[src/rtl/fi_pkg.sv]
package fi_pkg;
    localparam int unsigned RND_W = 32;
    localparam logic [RND_W-1:0] SEED_FALLBACK = 32'h5EED_0001;
    localparam int unsigned BIT_IDX_W = 3;

    typedef enum logic [2:0] {
        ST_IDLE,
        ST_PAGE,
        ST_BYTE,
        ST_BIT,
        ST_DLY,
        ST_WAIT,
        ST_REQ
    } fi_state_e;
endpackage

[src/rtl/fi_lfsr.sv]
module fi_lfsr
    import fi_pkg::*;
(
    input  logic             clk,
    input  logic             rst_n,
    input  logic             load_i,
    input  logic [RND_W-1:0] seed_i,
    input  logic             step_i,
    output logic [RND_W-1:0] state_o
);
    logic [RND_W-1:0] state_d, state_q;
    logic             fb;

    always_comb begin
        fb      = state_q[31] ^ state_q[21] ^ state_q[1] ^ state_q[0];
        state_d = state_q;
        if (load_i) begin
            state_d = (seed_i == '0) ? SEED_FALLBACK : seed_i;
        end else if (step_i) begin
            state_d = {state_q[RND_W-2:0], fb};
        end
    end

    always_ff @(posedge clk or negedge rst_n) begin
        if (!rst_n) state_q <= SEED_FALLBACK;
        else        state_q <= state_d;
    end

    assign state_o = state_q;
endmodule

[src/rtl/fi_tick.sv]
module fi_tick #(
    parameter int unsigned TICK_DIV = 1000,
    localparam int unsigned TW = (TICK_DIV > 1) ? $clog2(TICK_DIV) : 1
) (
    input  logic clk,
    input  logic rst_n,
    input  logic clr_i,
    input  logic run_i,
    output logic tick_o
);
    localparam logic [TW-1:0] LAST = TW'(TICK_DIV - 1);

    logic [TW-1:0] cnt_d, cnt_q;
    logic          at_last;

    always_comb begin
        at_last = (cnt_q == LAST);
        cnt_d   = cnt_q;
        if (clr_i) begin
            cnt_d = '0;
        end else if (run_i) begin
            cnt_d = at_last ? '0 : cnt_q + 1'b1;
        end
    end

    always_ff @(posedge clk or negedge rst_n) begin
        if (!rst_n) cnt_q <= '0;
        else        cnt_q <= cnt_d;
    end

    assign tick_o = run_i && at_last;
endmodule

[src/rtl/fi_scale.sv]
module fi_scale
    import fi_pkg::*;
#(
    parameter int unsigned RANGE = 4504,
    localparam int unsigned OW = (RANGE > 1) ? $clog2(RANGE) : 1
) (
    input  logic [RND_W-1:0] rnd_i,
    output logic [OW-1:0]    idx_o
);
    localparam logic [OW-1:0] RANGE_V = OW'(RANGE);

    logic [RND_W+OW-1:0] prod;

    always_comb begin
        prod  = (RND_W+OW)'(rnd_i) * (RND_W+OW)'(RANGE_V);
        idx_o = prod[RND_W+OW-1:RND_W];
    end
endmodule

[src/rtl/fi_sched.sv]
module fi_sched
    import fi_pkg::*;
#(
    parameter int unsigned PAGES      = 4504,
    parameter int unsigned PAGE_BYTES = 4096,
    parameter int unsigned TICK_DIV   = 1000000,
    parameter int unsigned DLY_MAX    = 24,
    parameter int unsigned CNT_W      = 16,
    localparam int unsigned PW  = $clog2(PAGES),
    localparam int unsigned BW  = $clog2(PAGE_BYTES),
    localparam int unsigned DBW = $clog2(DLY_MAX + 1)
) (
    input  logic                 clk,
    input  logic                 rst_n,
    input  logic                 en_i,
    input  logic [RND_W-1:0]     seed_i,
    input  logic [DBW-1:0]       dly_bits_i,
    output logic                 flip_req_o,
    output logic [PW-1:0]        flip_page_o,
    output logic [BW-1:0]        flip_byte_o,
    output logic [BIT_IDX_W-1:0] flip_bit_o,
    input  logic                 flip_ack_i,
    output logic [CNT_W-1:0]     inj_count_o
);
    typedef struct packed {
        fi_state_e              st;
        logic [PW-1:0]          page;
        logic [BW-1:0]          byte_idx;
        logic [BIT_IDX_W-1:0]   bit_idx;
        logic [DLY_MAX-1:0]     dly;
        logic [CNT_W-1:0]       count;
    } sched_t;

    sched_t r_d, r_q;

    logic [RND_W-1:0]   rnd;
    logic [PW-1:0]      page_scaled;
    logic [DLY_MAX-1:0] dly_mask;
    logic               rnd_load, rnd_step;
    logic               tick, tick_clr, tick_run;

    fi_lfsr u_lfsr (
        .clk     (clk),
        .rst_n   (rst_n),
        .load_i  (rnd_load),
        .seed_i  (seed_i),
        .step_i  (rnd_step),
        .state_o (rnd)
    );

    fi_scale #(.RANGE(PAGES)) u_scale (
        .rnd_i (rnd),
        .idx_o (page_scaled)
    );

    fi_tick #(.TICK_DIV(TICK_DIV)) u_tick (
        .clk    (clk),
        .rst_n  (rst_n),
        .clr_i  (tick_clr),
        .run_i  (tick_run),
        .tick_o (tick)
    );

    generate
        for (genvar i = 0; i < DLY_MAX; i++) begin : g_mask
            assign dly_mask[i] = (DBW'(i) < dly_bits_i);
        end
    endgenerate

    assign tick_clr = (r_q.st == ST_DLY);
    assign tick_run = (r_q.st == ST_WAIT);

    always_comb begin
        r_d      = r_q;
        rnd_load = 1'b0;
        rnd_step = 1'b0;
        unique case (r_q.st)
            ST_IDLE: begin
                if (!en_i) rnd_load = 1'b1;
                else       r_d.st   = ST_PAGE;
            end
            ST_PAGE: begin
                if (!en_i) begin
                    r_d.st = ST_IDLE;
                end else begin
                    r_d.page = page_scaled;
                    rnd_step = 1'b1;
                    r_d.st   = ST_BYTE;
                end
            end
            ST_BYTE: begin
                if (!en_i) begin
                    r_d.st = ST_IDLE;
                end else begin
                    r_d.byte_idx = rnd[BW-1:0];
                    rnd_step     = 1'b1;
                    r_d.st       = ST_BIT;
                end
            end
            ST_BIT: begin
                if (!en_i) begin
                    r_d.st = ST_IDLE;
                end else begin
                    r_d.bit_idx = rnd[BIT_IDX_W-1:0];
                    rnd_step    = 1'b1;
                    r_d.st      = ST_DLY;
                end
            end
            ST_DLY: begin
                if (!en_i) begin
                    r_d.st = ST_IDLE;
                end else begin
                    r_d.dly  = rnd[DLY_MAX-1:0] & dly_mask;
                    rnd_step = 1'b1;
                    r_d.st   = ST_WAIT;
                end
            end
            ST_WAIT: begin
                if (!en_i) begin
                    r_d.st = ST_IDLE;
                end else if (r_q.dly == '0) begin
                    r_d.st = ST_REQ;
                end else if (tick) begin
                    r_d.dly = r_q.dly - 1'b1;
                end
            end
            ST_REQ: begin
                if (flip_ack_i) begin
                    r_d.count = r_q.count + 1'b1;
                    r_d.st    = ST_IDLE;
                end
            end
            default: r_d.st = ST_IDLE;
        endcase
    end

    always_ff @(posedge clk or negedge rst_n) begin
        if (!rst_n) begin
            r_q <= '{st: ST_IDLE, default: '0};
        end else begin
            r_q <= r_d;
        end
    end

    assign flip_req_o  = (r_q.st == ST_REQ);
    assign flip_page_o = r_q.page;
    assign flip_byte_o = r_q.byte_idx;
    assign flip_bit_o  = r_q.bit_idx;
    assign inj_count_o = r_q.count;
endmodule

[config.mk]
export PLATFORM = sky130hd
export DESIGN_NAME = fi_sched
export DESIGN_NICKNAME = d
export VERILOG_FILES = /design/src/rtl/fi_pkg.sv /design/src/rtl/fi_lfsr.sv /design/src/rtl/fi_tick.sv /design/src/rtl/fi_scale.sv /design/src/rtl/fi_sched.sv
export SDC_FILE = /design/constraint.sdc
export NUM_CORES = 1
export LEC_CHECK = 0
export CAP_MARGIN = 20
export CORE_MARGIN = 2
export CORE_UTILIZATION = 45
export CTS_BUF_LIST = sky130_fd_sc_hd__clkbuf_8
export CTS_CLUSTER_SIZE = 16
export DETAILED_ROUTE_END_ITERATION = 8
export RECOVER_POWER = 25
export SLEW_MARGIN = 0
export SYNTH_ARGS = -nofsm -noshare
export SYNTH_HDL_FRONTEND = slang
export SYNTH_HIERARCHICAL = 1
export SYNTH_SLANG_ARGS = --single-unit
[constraint.sdc]
create_clock -name clk -period 7.15 [get_ports clk]
set_clock_uncertainty 0.05 [all_clocks]
set_input_delay 1.43 -clock clk [delete_from_list [all_inputs] [get_ports clk]]
set_output_delay 1.43 -clock clk [all_outputs]
set_load 0.01 [all_outputs]
==> flow_metrics.env <==
export IMPL_die_y_um=168
export IMPL_initialDrtViolationCount=661
export IMPL_drv_cap=1
export IMPL_wl_met2_um=13600
export IMPL_ioPinCount=86
export IMPL_antenna_found_initial=0
export IMPL_syn_num_nets=1558
export IMPL_start_util=0.454
export IMPL_ant_nets=0
export IMPL_hpwl_um=23200
export IMPL_yosys_cell_count_top_type="inv_1"
export IMPL_yosys_area_share_adder=0.290
export IMPL_hold_class="reg -> reg"
export IMPL_area_growth_pct=9.58
export IMPL_firstDrtPassIters=5
export IMPL_hold_viol_final=0
export IMPL_cp_max_fo=9
export IMPL_hold_buffers=0
export IMPL_worst_pin_slew_ns=3.83
export IMPL_cts_buffers=17
export IMPL_ys_flop_type="dfrtp_1"
export IMPL_worst_setup_path_type="reg -> reg"
export IMPL_seq_area_frac_synth=0.256
export IMPL_core_mm2=0.0267
export IMPL_seqCellArea_mm2=0.00309
export IMPL_synth_avg_cell_area_um2=9.41
export IMPL_synthDistinctLibCells=86
export IMPL_yosysWarnings=6
export IMPL_ys_seq_elements=123
export IMPL_drt_total_wl_um=30800
export IMPL_slew_viol_final=69
export IMPL_vias_per_cell=5.63
export IMPL_vias=9334
export IMPL_critPathCaptureType="flip-flop"
export IMPL_slew_headroom=-1.56
export IMPL_route_met3_wl_um=1550
export IMPL_outcome="finished, violations left"
export IMPL_clock_sinks=123
export IMPL_arrival_ns=5.84
export IMPL_multi_input_area_mm2=0.00781
export IMPL_grt_remaining_overflow=0
export IMPL_htree_levels=4
export IMPL_syn_inst=1285
export IMPL_synth_xor_area_share=0.0273
export IMPL_synth_area_mux_share=0.0460
export IMPL_grt_pass1_vias=9358
export IMPL_maxClockFrequency_mhz=181
export IMPL_synth_compound_area_frac=0.145
export IMPL_dpl_cell_area_mm2=0.0129
export IMPL_fill_cells=2505
export IMPL_rows=60
export IMPL_clockBufferDepth=2
export IMPL_period_share=0.774
export IMPL_cp_start_kind="flip-flop"
export IMPL_ys_top_cells_by_count="inv_1, ha_1, dfrtp_1"
export IMPL_crit_required_ns=7.45
export IMPL_yosys_area_top_type="dfrtp_1"
export IMPL_gp_congestion=0.860
export IMPL_wl_met1_um=14900
export IMPL_synth_edf_count=0
export IMPL_synth_top_family_by_area="adder cells"
export IMPL_synth_area_mm2=0.0121
export IMPL_cts_resized_gates=0
export IMPL_drive_gt1_frac=0.0797
export IMPL_synth_top_area_frac=0.230
export IMPL_async_reset_ff_frac=1.00
export IMPL_numPortBuffers=85
export IMPL_clock_root_buffer="clkbuf_8"
export IMPL_rsz0062_at_grt="false"
export IMPL_finalSetupViolCount=0
export IMPL_wl_per_cell_um=18.6
export IMPL_nets=1578
export IMPL_tns_ns=0
export IMPL_grt_pass1_wl_um=50700
export IMPL_path_clk_slew_ns=0.09
export IMPL_violations="max-capacitance violations, max-slew violations"
export IMPL_synthSimpleGateAreaFrac=0.136
export IMPL_antennaDiodeCount=0
export IMPL_final_area_mm2=0.0133
export IMPL_insertion_delay_ns=0.46
export IMPL_die_area_mm2=0.0282
export IMPL_synth_area_leaders="dfrtp_1, ha_1, fa_1"
export IMPL_grt_use_total=0.227
export IMPL_min_period_ns=5.54
export IMPL_drc=0
export IMPL_die_w_um=168
export IMPL_grt_max_degree=74
export IMPL_tritoncts="done"
export IMPL_highest_layer="met4"
export IMPL_post_route_util=0.497
export IMPL_cts_setup_buffers=0
## state kept, by name, indices dropped and copies added, names as in the netlist
| name | flops |
|---|---|
| flip_byte_o | 12 |
| u_lfsr/state_o | 32 |
| flip_bit_o | 3 |
| flip_page_o | 13 |
| u_tick/cnt_q | 20 |
| inj_count_o | 16 |
| r_q | 27 |
## cell usage in the layout (no fill, tap or decap), drive strengths merged, types with 5 or more instances in the layout
cell type,count
inv,180
ha,152
dfrtp,111
nand2,89
o21ai,89
clkdlybuf4s50,84
fa,80
nor2,59
a21oi,41
a31oi,33
mux2,29
nand3,24
nor4,24
xnor2,23
mux2i,23
nor3,23
clkbuf,21
a211oi,19
nand4,17
and3,15
nor2b,15
a21o,13
xor2,12
dfstp,12
o21a,9
nand2b,7
o21bai,7
a32oi,6
or3,5
buf,5
or4,5
o311ai,5
## stage by stage
step / setup slack [ns] / hold slack [ns] / cells
2_1_floorplan: 2.23 / 0.393 / 1285
3_3_place_gp: 1.70 / 0.408 / 1626
3_5_place_dp: 1.64 / 0.409 / 1626
4_1_cts: 1.62 / 0.423 / 1658
5_1_grt: 1.23 / 0.454 / 1659
6_report: 1.61 / 0.416 / 1659
## layout make-up
class,instances,share of cell area
flip-flops and latches,123,0.233
well taps,341,0.0322
multi-input cells,899,0.589
inverters,173,0.0490
clock buffers,19,0.0197
repair buffers,91,0.0668
clock inverters,13,0.00973
## layer usage
layer  track usage  vias to the layer above
li1              -                     4487
met1         0.335                     4562
met2         0.345                      249
met3        0.0360                       36
met4        0.0669                        0
met5             0                        -
## kinds of logic after synthesis
group / Yosys count
XOR/XNOR: 36
adder cells (fa/ha/maj): 232
AO/OA/AOI/OAI: 269
multiplexers: 52
buffers and inverters: 263
AND/OR/NAND/NOR: 310
flip-flops: 123
## worst max-delay path, cell delays in order (launching register included)
cell and delay (ns):
dfrtp_1 0.64, ha_1 0.32, ha_1 0.31, fa_1 0.54, fa_1 0.56, inv_1 0.06, fa_1 0.51, inv_1 0.05
ha_1 0.32, a21oi_1 0.15, o21ai_0 0.12, o311ai_0 0.42, o311ai_2 0.24, o2111ai_1 0.38, nand2_1 0.20, a311o_1 0.31
mux2_2 0.26
## path summary, 6_finish.rpt
kind | to | slack [ns] | cells after the start | start
worst max-delay path | flip_page_o[7] | 1.61 | 16 | u_lfsr/state_o[7]
worst min-delay path | inj_count_o[15] | 0.42 | 1 | inj_count_o[15]
worst max register to register | flip_page_o[7] | 1.61 | 16 | u_lfsr/state_o[7]
worst min register to register | inj_count_o[15] | 0.42 | 1 | inj_count_o[15]
max in group asynchronous | r_q[22] | 2.29 | 3 | rst_n
min in group asynchronous | inj_count_o[10] | 0.77 | 1 | rst_n
Power is not shown: default switching activity piles up to over one toggle a cycle in this logic, so the estimate is an artifact.
